<file path="config.mk">
export PLATFORM = sky130hd
export DESIGN_NAME = shutter_sequencer
export DESIGN_NICKNAME = d
export VERILOG_FILES = /design/src/rtl/shutter_pkg.sv /design/src/rtl/sync_fall_det.sv /design/src/rtl/line_timer.sv /design/src/rtl/shutter_seq.sv /design/src/rtl/shutter_sequencer.sv
export SDC_FILE = /design/constraint.sdc
export NUM_CORES = 1
export LEC_CHECK = 0
export ABC_AREA = 1
export BUFFER_PORTS_ARGS = -buffer_cell sky130_fd_sc_hd__buf_4
export CORE_MARGIN = 8
export CORE_UTILIZATION = 35
export DETAILED_ROUTE_END_ITERATION = 8
export SETUP_SLACK_MARGIN = 0.15
export SYNTH_ARGS = -nofsm -noshare
export SYNTH_HDL_FRONTEND = slang
export SYNTH_SLANG_ARGS = --single-unit
</file>
<file path="constraint.sdc">
create_clock -name clk_i -period 3.5 [get_ports clk_i]
set_input_delay 0.7 -clock clk_i [delete_from_list [all_inputs] [get_ports clk_i]]
set_output_delay 0.7 -clock clk_i [all_outputs]
set_load 0.02 [all_outputs]
</file>
<file path="src/rtl/shutter_pkg.sv">
package shutter_pkg;
  typedef enum logic {
    ST_IDLE = 1'b0,
    ST_RUN  = 1'b1
  } seq_state_e;
endpackage

</file>
<file path="src/rtl/sync_fall_det.sv">
module sync_fall_det #(
  parameter int N = 2
) (
  input  logic         clk_i,
  input  logic         rst_ni,
  input  logic [N-1:0] sync_i,
  output logic [N-1:0] fall_o
);
  logic [N-1:0] prev_q;

  for (genvar g = 0; g < N; g++) begin : g_bit
    always_ff @(posedge clk_i or negedge rst_ni) begin
      if (!rst_ni) prev_q[g] <= 1'b1;
      else         prev_q[g] <= sync_i[g];
    end
    assign fall_o[g] = prev_q[g] & ~sync_i[g];
  end
endmodule

</file>
<file path="src/rtl/line_timer.sv">
module line_timer #(
  parameter int POS_W  = 12,
  parameter int LINE_W = 12
) (
  input  logic              clk_i,
  input  logic              rst_ni,
  input  logic              hs_fall_i,
  input  logic              vs_fall_i,
  output logic [POS_W-1:0]  pos_o,
  output logic [LINE_W-1:0] line_o
);
  localparam logic [POS_W-1:0]  POS_MAX  = '1;
  localparam logic [LINE_W-1:0] LINE_MAX = '1;

  always_ff @(posedge clk_i or negedge rst_ni) begin
    if (!rst_ni) begin
      pos_o  <= '0;
      line_o <= '0;
    end else begin
      if (hs_fall_i)             pos_o <= POS_W'(1);
      else if (pos_o != POS_MAX) pos_o <= pos_o + 1'b1;
      if (hs_fall_i) begin
        if (vs_fall_i)               line_o <= '0;
        else if (line_o != LINE_MAX) line_o <= line_o + 1'b1;
      end
    end
  end
endmodule

</file>
<file path="src/rtl/shutter_seq.sv">
module shutter_seq
  import shutter_pkg::*;
#(
  parameter int VCNT_W    = 10,
  parameter int LCNT_W    = 12,
  parameter int POS_W     = 12,
  parameter int SWEEP_POS = 40,
  parameter int SWEEP_LEN = 24,
  parameter int EXP_MID   = 1515,
  parameter int EXP_NONE  = 1590
) (
  input  logic              clk_i,
  input  logic              rst_ni,
  input  logic              vs_fall_i,
  input  logic [POS_W-1:0]  pos_i,
  input  logic [LCNT_W-1:0] line_i,
  input  logic [VCNT_W-1:0] vcnt_i,
  input  logic [VCNT_W-1:0] hvcnt_i,
  input  logic [LCNT_W-1:0] lcnt_i,
  output logic              sweep_o,
  output logic              expose_o
);
  localparam logic [POS_W-1:0] WIN_LO   = POS_W'(SWEEP_POS);
  localparam logic [POS_W-1:0] WIN_HI   = POS_W'(SWEEP_POS + SWEEP_LEN);
  localparam logic [POS_W-1:0] MID_PRE  = POS_W'(EXP_MID - 1);
  localparam logic [POS_W-1:0] NONE_PRE = POS_W'(EXP_NONE - 1);
  localparam logic [POS_W-1:0] MID_AT   = POS_W'(EXP_MID);
  localparam logic [POS_W-1:0] NONE_AT  = POS_W'(EXP_NONE);

  seq_state_e        state_q;
  logic [VCNT_W-1:0] vcnt_q, hv_q, vidx_q, hv_eff;
  logic [LCNT_W-1:0] lcnt_q;
  logic              swept_q, expose_q;
  logic              grp_start, sweep_line, in_win;
  logic [POS_W-1:0]  exp_pre;

  assign grp_start  = vs_fall_i && (state_q == ST_IDLE || vidx_q == vcnt_q);
  assign hv_eff     = (hv_q > vcnt_q) ? vcnt_q : hv_q;
  assign sweep_line = (state_q == ST_RUN) &&
                      ((vidx_q < hv_eff) || (vidx_q == hv_eff && line_i < lcnt_q));
  assign in_win     = (pos_i >= WIN_LO) && (pos_i < WIN_HI);
  assign sweep_o    = sweep_line && in_win;
  assign exp_pre    = swept_q ? MID_PRE : NONE_PRE;
  assign expose_o   = expose_q;

  always_ff @(posedge clk_i or negedge rst_ni) begin
    if (!rst_ni) begin
      state_q  <= ST_IDLE;
      vcnt_q   <= '0;
      hv_q     <= '0;
      lcnt_q   <= '0;
      vidx_q   <= '0;
      swept_q  <= 1'b0;
      expose_q <= 1'b0;
    end else if (grp_start) begin
      state_q  <= ST_RUN;
      vcnt_q   <= vcnt_i;
      hv_q     <= hvcnt_i;
      lcnt_q   <= lcnt_i;
      vidx_q   <= '0;
      swept_q  <= 1'b0;
      expose_q <= 1'b0;
    end else begin
      if (vs_fall_i)  vidx_q  <= vidx_q + 1'b1;
      if (sweep_line) swept_q <= 1'b1;
      if (state_q == ST_RUN && !sweep_line && !expose_q && pos_i == exp_pre)
        expose_q <= 1'b1;
    end
  end

  p_idle_quiet_r1: assert property (@(posedge clk_i) disable iff (!rst_ni)
    (state_q == ST_IDLE) |-> (!sweep_o && !expose_q));

  p_hold_settings_r3: assert property (@(posedge clk_i) disable iff (!rst_ni)
    !grp_start |=> ($stable(vcnt_q) && $stable(hv_q) && $stable(lcnt_q)));

  p_period_bound_r4: assert property (@(posedge clk_i) disable iff (!rst_ni)
    vidx_q <= vcnt_q);

  // the flag rises only at one of its two positions
  p_expose_pos_r7: assert property (@(posedge clk_i) disable iff (!rst_ni)
    $rose(expose_q) |-> (pos_i == MID_AT || pos_i == NONE_AT));

  p_no_sweep_exposed_r9: assert property (@(posedge clk_i) disable iff (!rst_ni)
    expose_q |-> !sweep_o);

  p_expose_fall_r9: assert property (@(posedge clk_i) disable iff (!rst_ni)
    $fell(expose_q) |-> $past(grp_start));
endmodule

</file>
<file path="src/rtl/shutter_sequencer.sv">
module shutter_sequencer #(
  parameter int VCNT_W    = 10,
  parameter int LCNT_W    = 12,
  parameter int POS_W     = 12,
  parameter int SWEEP_POS = 40,
  parameter int SWEEP_LEN = 24,
  parameter int EXP_MID   = 1515,
  parameter int EXP_NONE  = 1590
) (
  input  logic              clk_i,
  input  logic              rst_ni,
  input  logic              hsync_i,
  input  logic              vsync_i,
  input  logic [VCNT_W-1:0] shut_vcnt_i,
  input  logic [VCNT_W-1:0] shut_hvcnt_i,
  input  logic [LCNT_W-1:0] shut_lcnt_i,
  output logic              sweep_o,
  output logic              expose_o
);
  logic [1:0]        falls;
  logic [POS_W-1:0]  pos;
  logic [LCNT_W-1:0] line;

  sync_fall_det #(.N(2)) u_fall (
    .clk_i  (clk_i),
    .rst_ni (rst_ni),
    .sync_i ({vsync_i, hsync_i}),
    .fall_o (falls)
  );

  line_timer #(.POS_W(POS_W), .LINE_W(LCNT_W)) u_timer (
    .clk_i     (clk_i),
    .rst_ni    (rst_ni),
    .hs_fall_i (falls[0]),
    .vs_fall_i (falls[1]),
    .pos_o     (pos),
    .line_o    (line)
  );

  shutter_seq #(
    .VCNT_W(VCNT_W), .LCNT_W(LCNT_W), .POS_W(POS_W),
    .SWEEP_POS(SWEEP_POS), .SWEEP_LEN(SWEEP_LEN),
    .EXP_MID(EXP_MID), .EXP_NONE(EXP_NONE)
  ) u_seq (
    .clk_i     (clk_i),
    .rst_ni    (rst_ni),
    .vs_fall_i (falls[1]),
    .pos_i     (pos),
    .line_i    (line),
    .vcnt_i    (shut_vcnt_i),
    .hvcnt_i   (shut_hvcnt_i),
    .lcnt_i    (shut_lcnt_i),
    .sweep_o   (sweep_o),
    .expose_o  (expose_o)
  );
endmodule

</file>
==> results.cfg <==
[clock_tree]
hold_buffers = 0
cts_htree_levels = 3
cts_sinks = 71
cts_root_buffer = clkbuf_16
cts_buffers = 9
clock_path_buffers = 2
path_clk_slew_ps = 60
clkLatencyLatePin_ps = 340
cts_tree = yes

[sta]
tightest_slew_ps = 1040
period_needed_ps = 3860
min_period_over_period_pct = 110
fmax_mhz = 259
hold_viol_final = 0
timing.hold.ws_ps = 478
fin_ws_ps = -364
slew-limit-headroom_pct = 30.5
finalClockSkew_ps = 5.94
drv_slew = 0
setup_viol = 1
rsz0062_at_grt = true

[min_path]
whs_endpoint = u_fall.prev_q[0]
hp-start = hsync_i
hold_depth = 1
hold_class = in2reg

[drt]
finalWirelength_um = 10100
wl_per_cell_um = 12.5
drt.antenna.violating_nets = 0
drc = 0
drtPass1Iterations = 5
drt-initial-drc-count = 221
via_per_inst = 4.67
vias = 3784

[critical_path]
cp_slowest_cell = dfrtp_1
critical_path.cell_chain = inv_1 > ha_1 > nand2_2 > o21ai_1 > nor2_1 > nand2_1 > o21ai_4 > buf_6 > o21ai_0 > ha_1 > nand2_2 > nor2_2 > nand2_1 > nor2_1 > nand2_1 > nor2_1 > nand2_1 > nand2_1 > nand2_2 > nor2_4 > buf_6
r2r_cells = 20
reg2reg_to = u_seq.expose_o
reg2reg_slack_ps = 700
cpMostUsedCell = nand2_1
cp-start-kind = flip-flop
slowest_delay_ps = 380
crit_family = simple AND/OR/NAND/NOR gates
end_kind = output port
crit_fanout = 5
cp.required_ps = 2800
critPathKind = reg2out
r2r_start = u_seq.vcnt_q[8]
worstPathBufferInverterCount = 3
cp_data_arrival_time_ps = 3160

[grt]
grt_use_met3_pct = 2.29
grt_pass1_vias = 3723
grt_max_degree = 72
grt_use_met2_pct = 19.5
grt_util_all_layers_pct = 13.1
grtUsageMet1_pct = 17.6
busiest_layer = met2
grt_pass1_wl_um = 17200
grt.overflow.total = 0
antenna_found_initial = 0

[floorplan]
pin_count = 38
die_h_um = 127
fp.dieArea_um2 = 16200
fp.coreArea_um2 = 12100
initial_core_util_pct = 36.0
die_w_um = 127
rows = 40

[final_layout]
fin_cells = 810
finish.utilization_pct = 44.3
drive_gt1_share_pct = 18.5
syn_to_final_growth_pct = 22.8
fin_nets = 707
diodes = 0

[synth]
syn_nets = 643
syn_area_per_cell_um2 = 7.58
ys_warn_count = 0
synth_seq_cells = 71
synthDistinctLibCells = 37
synthesis.area_um2 = 4350
postSynthCellCount = 573
ys_seq_area_share_pct = 40.9

[power_and_ir_drop]
irDropWorstVdd_mv = 0.424
p_per_area_nw_per_um2 = 829
p_leak_nw = 2.70

[outcome]
outcome = complete, but fails checks
violations = setup timing

[job]
maxCapViolCount = 0

[placed_design]
place_congestion = 0.881
io_buffers = 37
dpl.cell_count = 790
hpwl_um = 7460
-- layer usage --
layer  vias to the layer above  part of all wire (%)
li1                       1964                     -
met1                      1744                    51
met2                        63                    44
met3                        13                   3.2
met4                         0                   2.1
met5                         -                     0
-- final cells by class --
type	count	area, um^2
clock buffer	14	284
clock inverter	2	12.5
fill	1241	6720
inverter	77	294
multi-input combinational	414	2260
sequential	71	1780
tap	168	210
timing repair buffer	64	495
-- metrics by stage --
stage          worst slack (ps)  total power [W]  TNS [ps]  instance area (um^2)
2_1_floorplan               175          0.00256         0                  4350
3_3_place_gp              -4.92          0.00313     -4.92                  4930
3_5_place_dp              -72.0          0.00319     -72.0                  4930
4_1_cts                    -318          0.00421      -318                  5260
5_1_grt                    -621          0.00485      -621                  5340
6_report                   -364          0.00443      -364                  5340
-- cells in the mapped netlist --
| library cell | number | share of area [%] |
|---|---|---|
| a211oi_1 | 1 | 0.17 |
| a21oi_1 | 20 | 2.3 |
| a22oi_1 | 1 | 0.17 |
| a31oi_1 | 2 | 0.29 |
| buf_1 | 1 | 0.086 |
| buf_12 | 1 | 0.46 |
| buf_2 | 4 | 0.46 |
| buf_4 | 3 | 0.52 |
| clkbuf_1 | 2 | 0.17 |
| dfrtp_1 | 69 | 40 |
| dfstp_2 | 2 | 1.2 |
| ha_1 | 34 | 9.8 |
| inv_1 | 71 | 6.1 |
| inv_2 | 5 | 0.43 |
| inv_6 | 1 | 0.20 |
| nand2_1 | 195 | 17 |
| nand2_2 | 2 | 0.29 |
| nand2_4 | 1 | 0.26 |
| nand3_1 | 17 | 2.0 |
| nand3_2 | 3 | 0.69 |
| nand3b_1 | 1 | 0.17 |
| nand4_1 | 15 | 2.2 |
| nor2_1 | 46 | 4.0 |
| nor2_2 | 1 | 0.14 |
| nor2_4 | 3 | 0.78 |
| nor3_1 | 10 | 1.2 |
| nor4_1 | 1 | 0.14 |
| o211a_1 | 1 | 0.23 |
| o211ai_1 | 1 | 0.17 |
| o21a_1 | 1 | 0.17 |
| o21ai_0 | 27 | 3.1 |
| o21ai_1 | 5 | 0.58 |
| o21ai_2 | 7 | 1.4 |
| o22ai_1 | 2 | 0.29 |
| o31ai_1 | 3 | 0.52 |
| xnor2_1 | 3 | 0.60 |
| xor2_1 | 11 | 2.2 |
-- sequential cells by signal, indices dropped and copies added, names as in the netlist --
name,flops
u_seq.hv_q,10
u_timer.pos_o,12
u_seq.state_q,1
u_seq.vcnt_q,10
u_fall.prev_q,2
u_seq.vidx_q,10
u_seq.expose_o,1
u_seq.lcnt_q,12
u_seq.swept_q,1
u_timer.line_o,12
-- worst register-to-register path, cell delays in order (launching register included) --
cell	delay [ps]
dfrtp_1	380
inv_1	100
ha_1	240
nand2_2	90
o21ai_1	70
nor2_1	120
nand2_1	120
o21ai_4	230
buf_6	140
o21ai_0	80
ha_1	300
nand2_2	60
nor2_2	110
nand2_1	60
nor2_1	90
nand2_1	50
nor2_1	100
nand2_1	80
buf_4	130
nand3_1	50
a21oi_1	60
-- logic make-up after synthesis --
family / after synthesis / share of synthesized area (%)
flops: 71 / 40.9
fa+ha+maj: 34 / 9.79
compound gates: 71 / 9.42
simple gates: 295 / 28.6
xor+xnor: 14 / 2.82
buf+inv: 88 / 8.47
-- cells in the final DEF (no fill, tap or decap), drive strengths merged, types with 11 or more instances in the layout --
master / Yosys / routed
nand4: 15 / 15
nand2: 198 / 198
ha: 34 / 34
xor2: 11 / 11
buf: 9 / 64
clkbuf: 2 / 14
o21ai: 39 / 39
nor2: 50 / 50
nand3: 20 / 20
a21oi: 20 / 20
inv: 77 / 77
dfrtp: 69 / 69
-- worst max-delay path by stage --
stage | start | cells after the start | end
6_report | u_seq.vcnt_q[8] | 21 | sweep_o
5_1_grt | u_seq.vcnt_q[7] | 21 | sweep_o
4_1_cts | u_seq.vcnt_q[9] | 21 | sweep_o
3_5_place_dp | u_seq.vcnt_q[9] | 21 | sweep_o
3_3_place_gp | u_seq.vcnt_q[3] | 21 | sweep_o
2_1_floorplan | u_seq.vcnt_q[7] | 20 | sweep_o
-- where the power goes --
| part | leakage, nW | switching [W] | internal [W] |
|---|---|---|---|
| sequential | 0.905 | 0.000232 | 0.00108 |
| combinational | 1.65 | 0.00123 | 0.000995 |
| clock | 0.145 | 0.000339 | 0.000556 |
-- repair_timing --
| action | CTS | global route |
|---|---|---|
| gates resized for setup | 11 | 24 |
| hold endpoints to repair | 0 | 0 |
| buffers inserted | 0 | 2 |
| endpoints found under the setup margin | 1 | 1 |
| pin swaps | 2 | 16 |
| gates cloned | 2 | 0 |
(Power assumes the default switching activity.)
